**src/rtl/bkd_pkg.sv**
```systemverilog
package bkd_pkg;
  localparam int SYSM_W = 5;
  localparam int MODE_W = 5;
  localparam int REGN_W = 5;
  localparam int EL_W   = 2;

  localparam logic [MODE_W-1:0] MODE_NONE = 5'h00;
  localparam logic [MODE_W-1:0] MODE_USR  = 5'h10;
  localparam logic [MODE_W-1:0] MODE_FIQ  = 5'h11;
  localparam logic [MODE_W-1:0] MODE_IRQ  = 5'h12;
  localparam logic [MODE_W-1:0] MODE_SVC  = 5'h13;
  localparam logic [MODE_W-1:0] MODE_MON  = 5'h16;
  localparam logic [MODE_W-1:0] MODE_ABT  = 5'h17;
  localparam logic [MODE_W-1:0] MODE_HYP  = 5'h1A;
  localparam logic [MODE_W-1:0] MODE_UND  = 5'h1B;

  localparam logic [REGN_W-1:0] REGN_LOW = 5'd8;
  localparam logic [REGN_W-1:0] REGN_SP  = 5'd13;
  localparam logic [REGN_W-1:0] REGN_LR  = 5'd14;
  localparam logic [REGN_W-1:0] REGN_PSR = 5'd16;
  localparam logic [REGN_W-1:0] REGN_ELR = 5'd17;

  typedef struct packed {
    logic              undef;
    logic [MODE_W-1:0] mode;
    logic [REGN_W-1:0] regno;
    logic [EL_W-1:0]   trap_el;
  } bkd_res_t;

  // Upper half of the field is organised as pairs; bits [3:1] name the mode.
  function automatic logic [MODE_W-1:0] pair_mode(input logic [2:0] grp);
    case (grp)
      3'd0:    pair_mode = MODE_IRQ;
      3'd1:    pair_mode = MODE_SVC;
      3'd2:    pair_mode = MODE_ABT;
      3'd3:    pair_mode = MODE_UND;
      3'd6:    pair_mode = MODE_MON;
      3'd7:    pair_mode = MODE_HYP;
      default: pair_mode = MODE_NONE;
    endcase
  endfunction
endpackage

```
**src/rtl/bkd_map.sv**
```systemverilog
module bkd_map
  import bkd_pkg::*;
(
  input  logic              psr_sel,
  input  logic [SYSM_W-1:0] sysm,
  output logic              hit,
  output logic [MODE_W-1:0] mode,
  output logic [REGN_W-1:0] regno
);
  logic [MODE_W-1:0] grp_mode;

  assign grp_mode = pair_mode(sysm[3:1]);

  always_comb begin
    hit   = 1'b0;
    mode  = MODE_NONE;
    regno = '0;
    if (psr_sel) begin
      // saved status registers: FIQ sits alone, others reuse the pair table
      regno = REGN_PSR;
      if (sysm == 5'h0E) begin
        hit  = 1'b1;
        mode = MODE_FIQ;
      end else if (sysm[4] && !sysm[0] && grp_mode != MODE_NONE) begin
        hit  = 1'b1;
        mode = grp_mode;
      end
    end else if (!sysm[4]) begin
      // two banks of seven: USR then FIQ, R8..R14
      if (sysm[2:0] != 3'b111) begin
        hit   = 1'b1;
        mode  = sysm[3] ? MODE_FIQ : MODE_USR;
        regno = REGN_LOW + {2'b00, sysm[2:0]};
      end
    end else if (grp_mode != MODE_NONE) begin
      hit  = 1'b1;
      mode = grp_mode;
      if (sysm[0])                regno = REGN_SP;
      else if (grp_mode == MODE_HYP) regno = REGN_ELR;
      else                        regno = REGN_LR;
    end
  end
endmodule

```
**src/rtl/bkd_gate.sv**
```systemverilog
module bkd_gate
  import bkd_pkg::*;
#(
  parameter int GPR_W = 4
)(
  input  logic              feat_v8,
  input  logic              feat_virt,
  input  logic              feat_sec,
  input  logic              ctx_user,
  input  logic              ctx_nonsecure,
  input  logic [EL_W-1:0]   ctx_el,
  input  logic [GPR_W-1:0]  gpr,
  input  logic              hit,
  input  logic [MODE_W-1:0] mode,
  output logic              undef,
  output logic [EL_W-1:0]   trap_el
);
  localparam logic [GPR_W-1:0] PC_IDX = '1;
  localparam logic [EL_W-1:0]  EL_ONE = EL_W'(1);
  localparam logic [EL_W-1:0]  EL_TOP = EL_W'(3);

  logic present, ctx_ok, base_ok;
  logic is_mon, is_hyp, mon_deny, mon_up, hyp_deny;
  logic [EL_W-1:0] dflt_el;

  assign present  = feat_v8 | feat_virt;
  assign ctx_ok   = !ctx_user && (gpr != PC_IDX);
  assign base_ok  = present && ctx_ok && hit;

  assign is_mon   = (mode == MODE_MON);
  assign is_hyp   = (mode == MODE_HYP);
  assign mon_deny = is_mon && (!feat_sec || ctx_nonsecure);
  assign mon_up   = is_mon && !mon_deny && (ctx_el == EL_ONE);
  assign hyp_deny = is_hyp && (!feat_virt || ctx_el != EL_TOP);

  assign undef    = !base_ok || mon_deny || mon_up || hyp_deny;
  assign dflt_el  = (ctx_el == '0) ? EL_ONE : ctx_el;
  assign trap_el  = (base_ok && mon_up) ? EL_TOP : dflt_el;
endmodule

```
**src/rtl/bkd_stage.sv**
```systemverilog
module bkd_stage #(
  parameter int W = 8
)(
  input  logic         clk,
  input  logic         rst_n,
  input  logic         in_valid,
  output logic         in_ready,
  input  logic [W-1:0] in_data,
  output logic         out_valid,
  input  logic         out_ready,
  output logic [W-1:0] out_data
);
  logic         vld_q;
  logic [W-1:0] dat_q;

  assign in_ready  = !vld_q || out_ready;
  assign out_valid = vld_q;
  assign out_data  = dat_q;

  always_ff @(posedge clk) begin
    if (!rst_n) begin
      vld_q <= 1'b0;
      dat_q <= '0;
    end else if (in_ready) begin
      vld_q <= in_valid;
      if (in_valid) dat_q <= in_data;
    end
  end
endmodule

```
**src/rtl/banked_access_decoder.sv**
```systemverilog
module banked_access_decoder
  import bkd_pkg::*;
#(
  parameter int GPR_W = 4
)(
  input  logic             clk,
  input  logic             rst_n,
  input  logic             in_valid,
  output logic             in_ready,
  input  logic             in_spsr_sel,
  input  logic [4:0]       in_sysm,
  input  logic [GPR_W-1:0] in_gpr,
  input  logic             ctx_user,
  input  logic             ctx_nonsecure,
  input  logic [1:0]       ctx_el,
  input  logic             feat_v8,
  input  logic             feat_virt,
  input  logic             feat_sec,
  output logic             out_valid,
  input  logic             out_ready,
  output logic             out_undef,
  output logic [4:0]       out_mode,
  output logic [4:0]       out_regno,
  output logic [1:0]       out_trap_el
);
  localparam int RES_W = $bits(bkd_res_t);

  logic              map_hit;
  logic [MODE_W-1:0] map_mode;
  logic [REGN_W-1:0] map_regno;
  logic              gate_undef;
  logic [EL_W-1:0]   gate_el;
  bkd_res_t          res_d, res_q;
  logic [RES_W-1:0]  res_q_bits;

  bkd_map u_map (
    .psr_sel (in_spsr_sel),
    .sysm    (in_sysm),
    .hit     (map_hit),
    .mode    (map_mode),
    .regno   (map_regno)
  );

  bkd_gate #(.GPR_W(GPR_W)) u_gate (
    .feat_v8       (feat_v8),
    .feat_virt     (feat_virt),
    .feat_sec      (feat_sec),
    .ctx_user      (ctx_user),
    .ctx_nonsecure (ctx_nonsecure),
    .ctx_el        (ctx_el),
    .gpr           (in_gpr),
    .hit           (map_hit),
    .mode          (map_mode),
    .undef         (gate_undef),
    .trap_el       (gate_el)
  );

  always_comb begin
    res_d.undef   = gate_undef;
    res_d.mode    = gate_undef ? MODE_NONE : map_mode;
    res_d.regno   = gate_undef ? '0 : map_regno;
    res_d.trap_el = gate_undef ? gate_el : '0;
  end

  bkd_stage #(.W(RES_W)) u_stage (
    .clk       (clk),
    .rst_n     (rst_n),
    .in_valid  (in_valid),
    .in_ready  (in_ready),
    .in_data   (res_d),
    .out_valid (out_valid),
    .out_ready (out_ready),
    .out_data  (res_q_bits)
  );

  assign res_q       = bkd_res_t'(res_q_bits);
  assign out_undef   = res_q.undef;
  assign out_mode    = res_q.mode;
  assign out_regno   = res_q.regno;
  assign out_trap_el = res_q.trap_el;
endmodule

```
**config.mk**
```make
export PLATFORM = sky130hd
export DESIGN_NAME = banked_access_decoder
export DESIGN_NICKNAME = d
export VERILOG_FILES = /design/src/rtl/bkd_pkg.sv /design/src/rtl/bkd_map.sv /design/src/rtl/bkd_gate.sv /design/src/rtl/bkd_stage.sv /design/src/rtl/banked_access_decoder.sv
export SDC_FILE = /design/constraint.sdc
export NUM_CORES = 1
export LEC_CHECK = 0
export ABC_AREA = 1
export BUFFER_PORTS_ARGS = -buffer_cell sky130_fd_sc_hd__buf_2
export CAP_MARGIN = 20
export CORE_MARGIN = 5
export CORE_UTILIZATION = 45
export DETAILED_ROUTE_END_ITERATION = 10
export GPL_ROUTABILITY_DRIVEN = 0
export PLACE_DENSITY = 0.71
export SETUP_SLACK_MARGIN = 0.1
export SLEW_MARGIN = 20
export SYNTH_ARGS = -nofsm -noshare
export SYNTH_HDL_FRONTEND = slang
export SYNTH_HIERARCHICAL = 1
export SYNTH_SLANG_ARGS = --single-unit
```
**constraint.sdc**
```tcl
create_clock -name clk -period 1.9 [get_ports clk]
set_input_delay 0.095 -clock clk [delete_from_list [all_inputs] [get_ports clk]]
set_output_delay 0.095 -clock clk [all_outputs]
set_load 0.01 [all_outputs]
```
==> metrics.txt <==
DR vias 1224; Worst EP arrival 1630 ps; FF+latch area 280 um^2; share of cells above drive strength 1 28.8%; worst hold start rst_n; post-CTS sizing 0; wire per inst 8.93 um; RR Endpoint u_stage/out_data[9]; Root Buffer clkbuf_4; first-pass GRT wire length 4.11 mm; CP required 2080 ps; Post-CTS Setup Bufs 0; Critical Path Sink Type register; Multi-input gate area ~640 um^2; top cells by area, synth dfxtp_1 (24%), nand2_1 (13%), inv_1 (11%); RR Startpoint u_stage/out_valid; Hold WC Path Type input port to register; Peak VDD IR between 500 and 600 uV; core area 0.00248 mm^2; status finished, final reports clean; PD cells 559 mW/mm^2; antenna violations before repair 0; number of global-route vias before repair 1053; pin count of the biggest net entering global routing 29; Overall Power ~0.75 mW; Remaining Overflow, GRT 0; CTS H-tree depth 1; # IOs 36; Hold-fix buffers, CTS 0; Post-Synthesis Cells 196; CTS sink cnt 14; max cap viols 0; Hold Vio Cnt, Final 0; Worst-Margin Slew between 500 and 600 ps; Tmin final between 1000 and 1500 ps; Final #Nets 251; Worst Reg-to-Reg Cells 4; Worst-path clk slew 80 ps; WS Path Type input port to register; Inserted Diodes 0; final WL 2.31 mm; port bufs 35; R2R Setup Slk 960 ps; Hold EP u_stage/out_data[10]; Max Fclk 688 MHz; Final period util 76.5%; filler instances 287; Crit Path Max Fanout 13; Initial Utilization between 40% and 50%; DRT antenna net count 0; Unique masters post-synth 20; maximum clock path buffer count 2; commonest non-fill, non-tap cell in the layout nand2_1; CTS tree done; Yosys warnings 6; Final Max Slew Viols 0; area grow syn2layout 14.5%; Post-DP HPWL between 1.5 and 2 mm; share of the synthesized area in the top cell type 23.9%; Worst Setup Start Kind input port; Worst Clk Skew 0.567 ps; Pleak about 0.74 nW; CTS buffer count 3; Setup crit start in_sysm[0]; Vias per Instance ~4.7; Mapped Avg Cell Area 5.98 um^2; commonest non-fill, non-tap cells in the layout nand2_1 (42), inv_1 (35), buf_2 (35); syn_nets roughly 220; Seq cells post-synth 14; endpoints failing setup 0; cell row count 18; Syn Std Cell Area 0.00117 mm^2; Worst-Skew Late Latency 280 ps; worst slew margin relative to its limit 66.6%; RSZ-0062 raised after global routing no; drt first pass iters 4; setup_tns 0 ps; DIE AREA between 0.003 and 0.004 mm^2; Synth area leader dfxtp_1; total track usage 14.1%; hold depth 3; Die Wd ~61 um; sequential share of the synthesized area 23.9%; DRT iter0 DRCs 43; DR DRC count 0; Vert. Die Dim around 61 um
-- routing by layer --
metal / up-vias / track usage [%] / wire length [um]
met5: - / 0 / 0
met4: 0 / 2.79 / 0
met3: 0 / 4.40 / 144
met1: 535 / 18.3 / 1090
met2: 33 / 23.1 / 1080
li1: 656 / - / -
-- cell families (layout without fill, tap and decap cells) --
logic type	count (synthesis)	in the layout	share of synthesized area (%)
buffers and inverters	50	83	21.5
and+or+nand+nor	108	108	43.3
DFF	14	14	23.9
AOI/OAI and AO/OA	24	24	11.3
-- per-stage QoR --
| stage | worst slack (ps) | hold WS [ps] | utilization [%] | area (um^2) | cells |
|---|---|---|---|---|---|
| after floorplan | 441 | 216 | - | 1170 | 196 |
| after global placement | 117 | 450 | 52.7 | 1310 | 255 |
| after detailed placement | 134 | 456 | 52.7 | 1310 | 255 |
| after CTS | 440 | 144 | 54.1 | 1340 | 259 |
| after global routing | 217 | 149 | 54.1 | 1340 | 259 |
| final | 446 | 153 | 54.1 | 1340 | 259 |
-- registers in the layout (all words and copies together) (netlist names) --
signal / count
u_stage/out_data: 13
u_stage/out_valid: 1
-- cell usage after synthesis, drive strengths merged --
master / n
o21ai: 3
a211oi: 1
nand2: 46
dfxtp: 14
a21boi: 1
buf: 8
nand3b: 1
nor2: 39
nand3: 22
a21oi: 19
inv: 42
-- report_power, final --
group / switching (mW) / internal, mW
Sequential: 0.00999 / 0.314
Combinational: 0.130 / 0.0838
Clock: 0.0960 / 0.117
Total: 0.236 / 0.514
-- how the worst max path moves through the flow --
stage,to,slack [ps],depth (start not counted)
global route,u_stage/out_data[9],220,19
global placement,u_stage/out_data[1],120,17
CTS,u_stage/out_data[8],440,16
floorplan,u_stage/out_data[9],440,18
finish,u_stage/out_data[8],450,16
detailed placement,u_stage/out_data[8],130,16
-- worst max-delay path, cell delays in order --
cell and delay [ps]:
buf_2 130, inv_2 100, nand2_1 70, nor2_2 130
inv_2 50, a21oi_1 200, nand3_1 120, nor2_2 110
o21ai_1 70, nand3_1 70, buf_4 170, nor2_1 60
inv_1 60, nand3_2 70, nand2_1 90, nor2_1 40
-- cell type report --
cell class | instances | share of cell area (%)
Inverter | 42 | 11.8
Tap cell | 30 | 2.80
Clock buffer | 4 | 2.71
Timing Repair Buffer | 37 | 14.2
Multi-Input combinational cell | 132 | 47.7
Sequential cell | 14 | 20.9
Power figures use the tool's default switching activity.
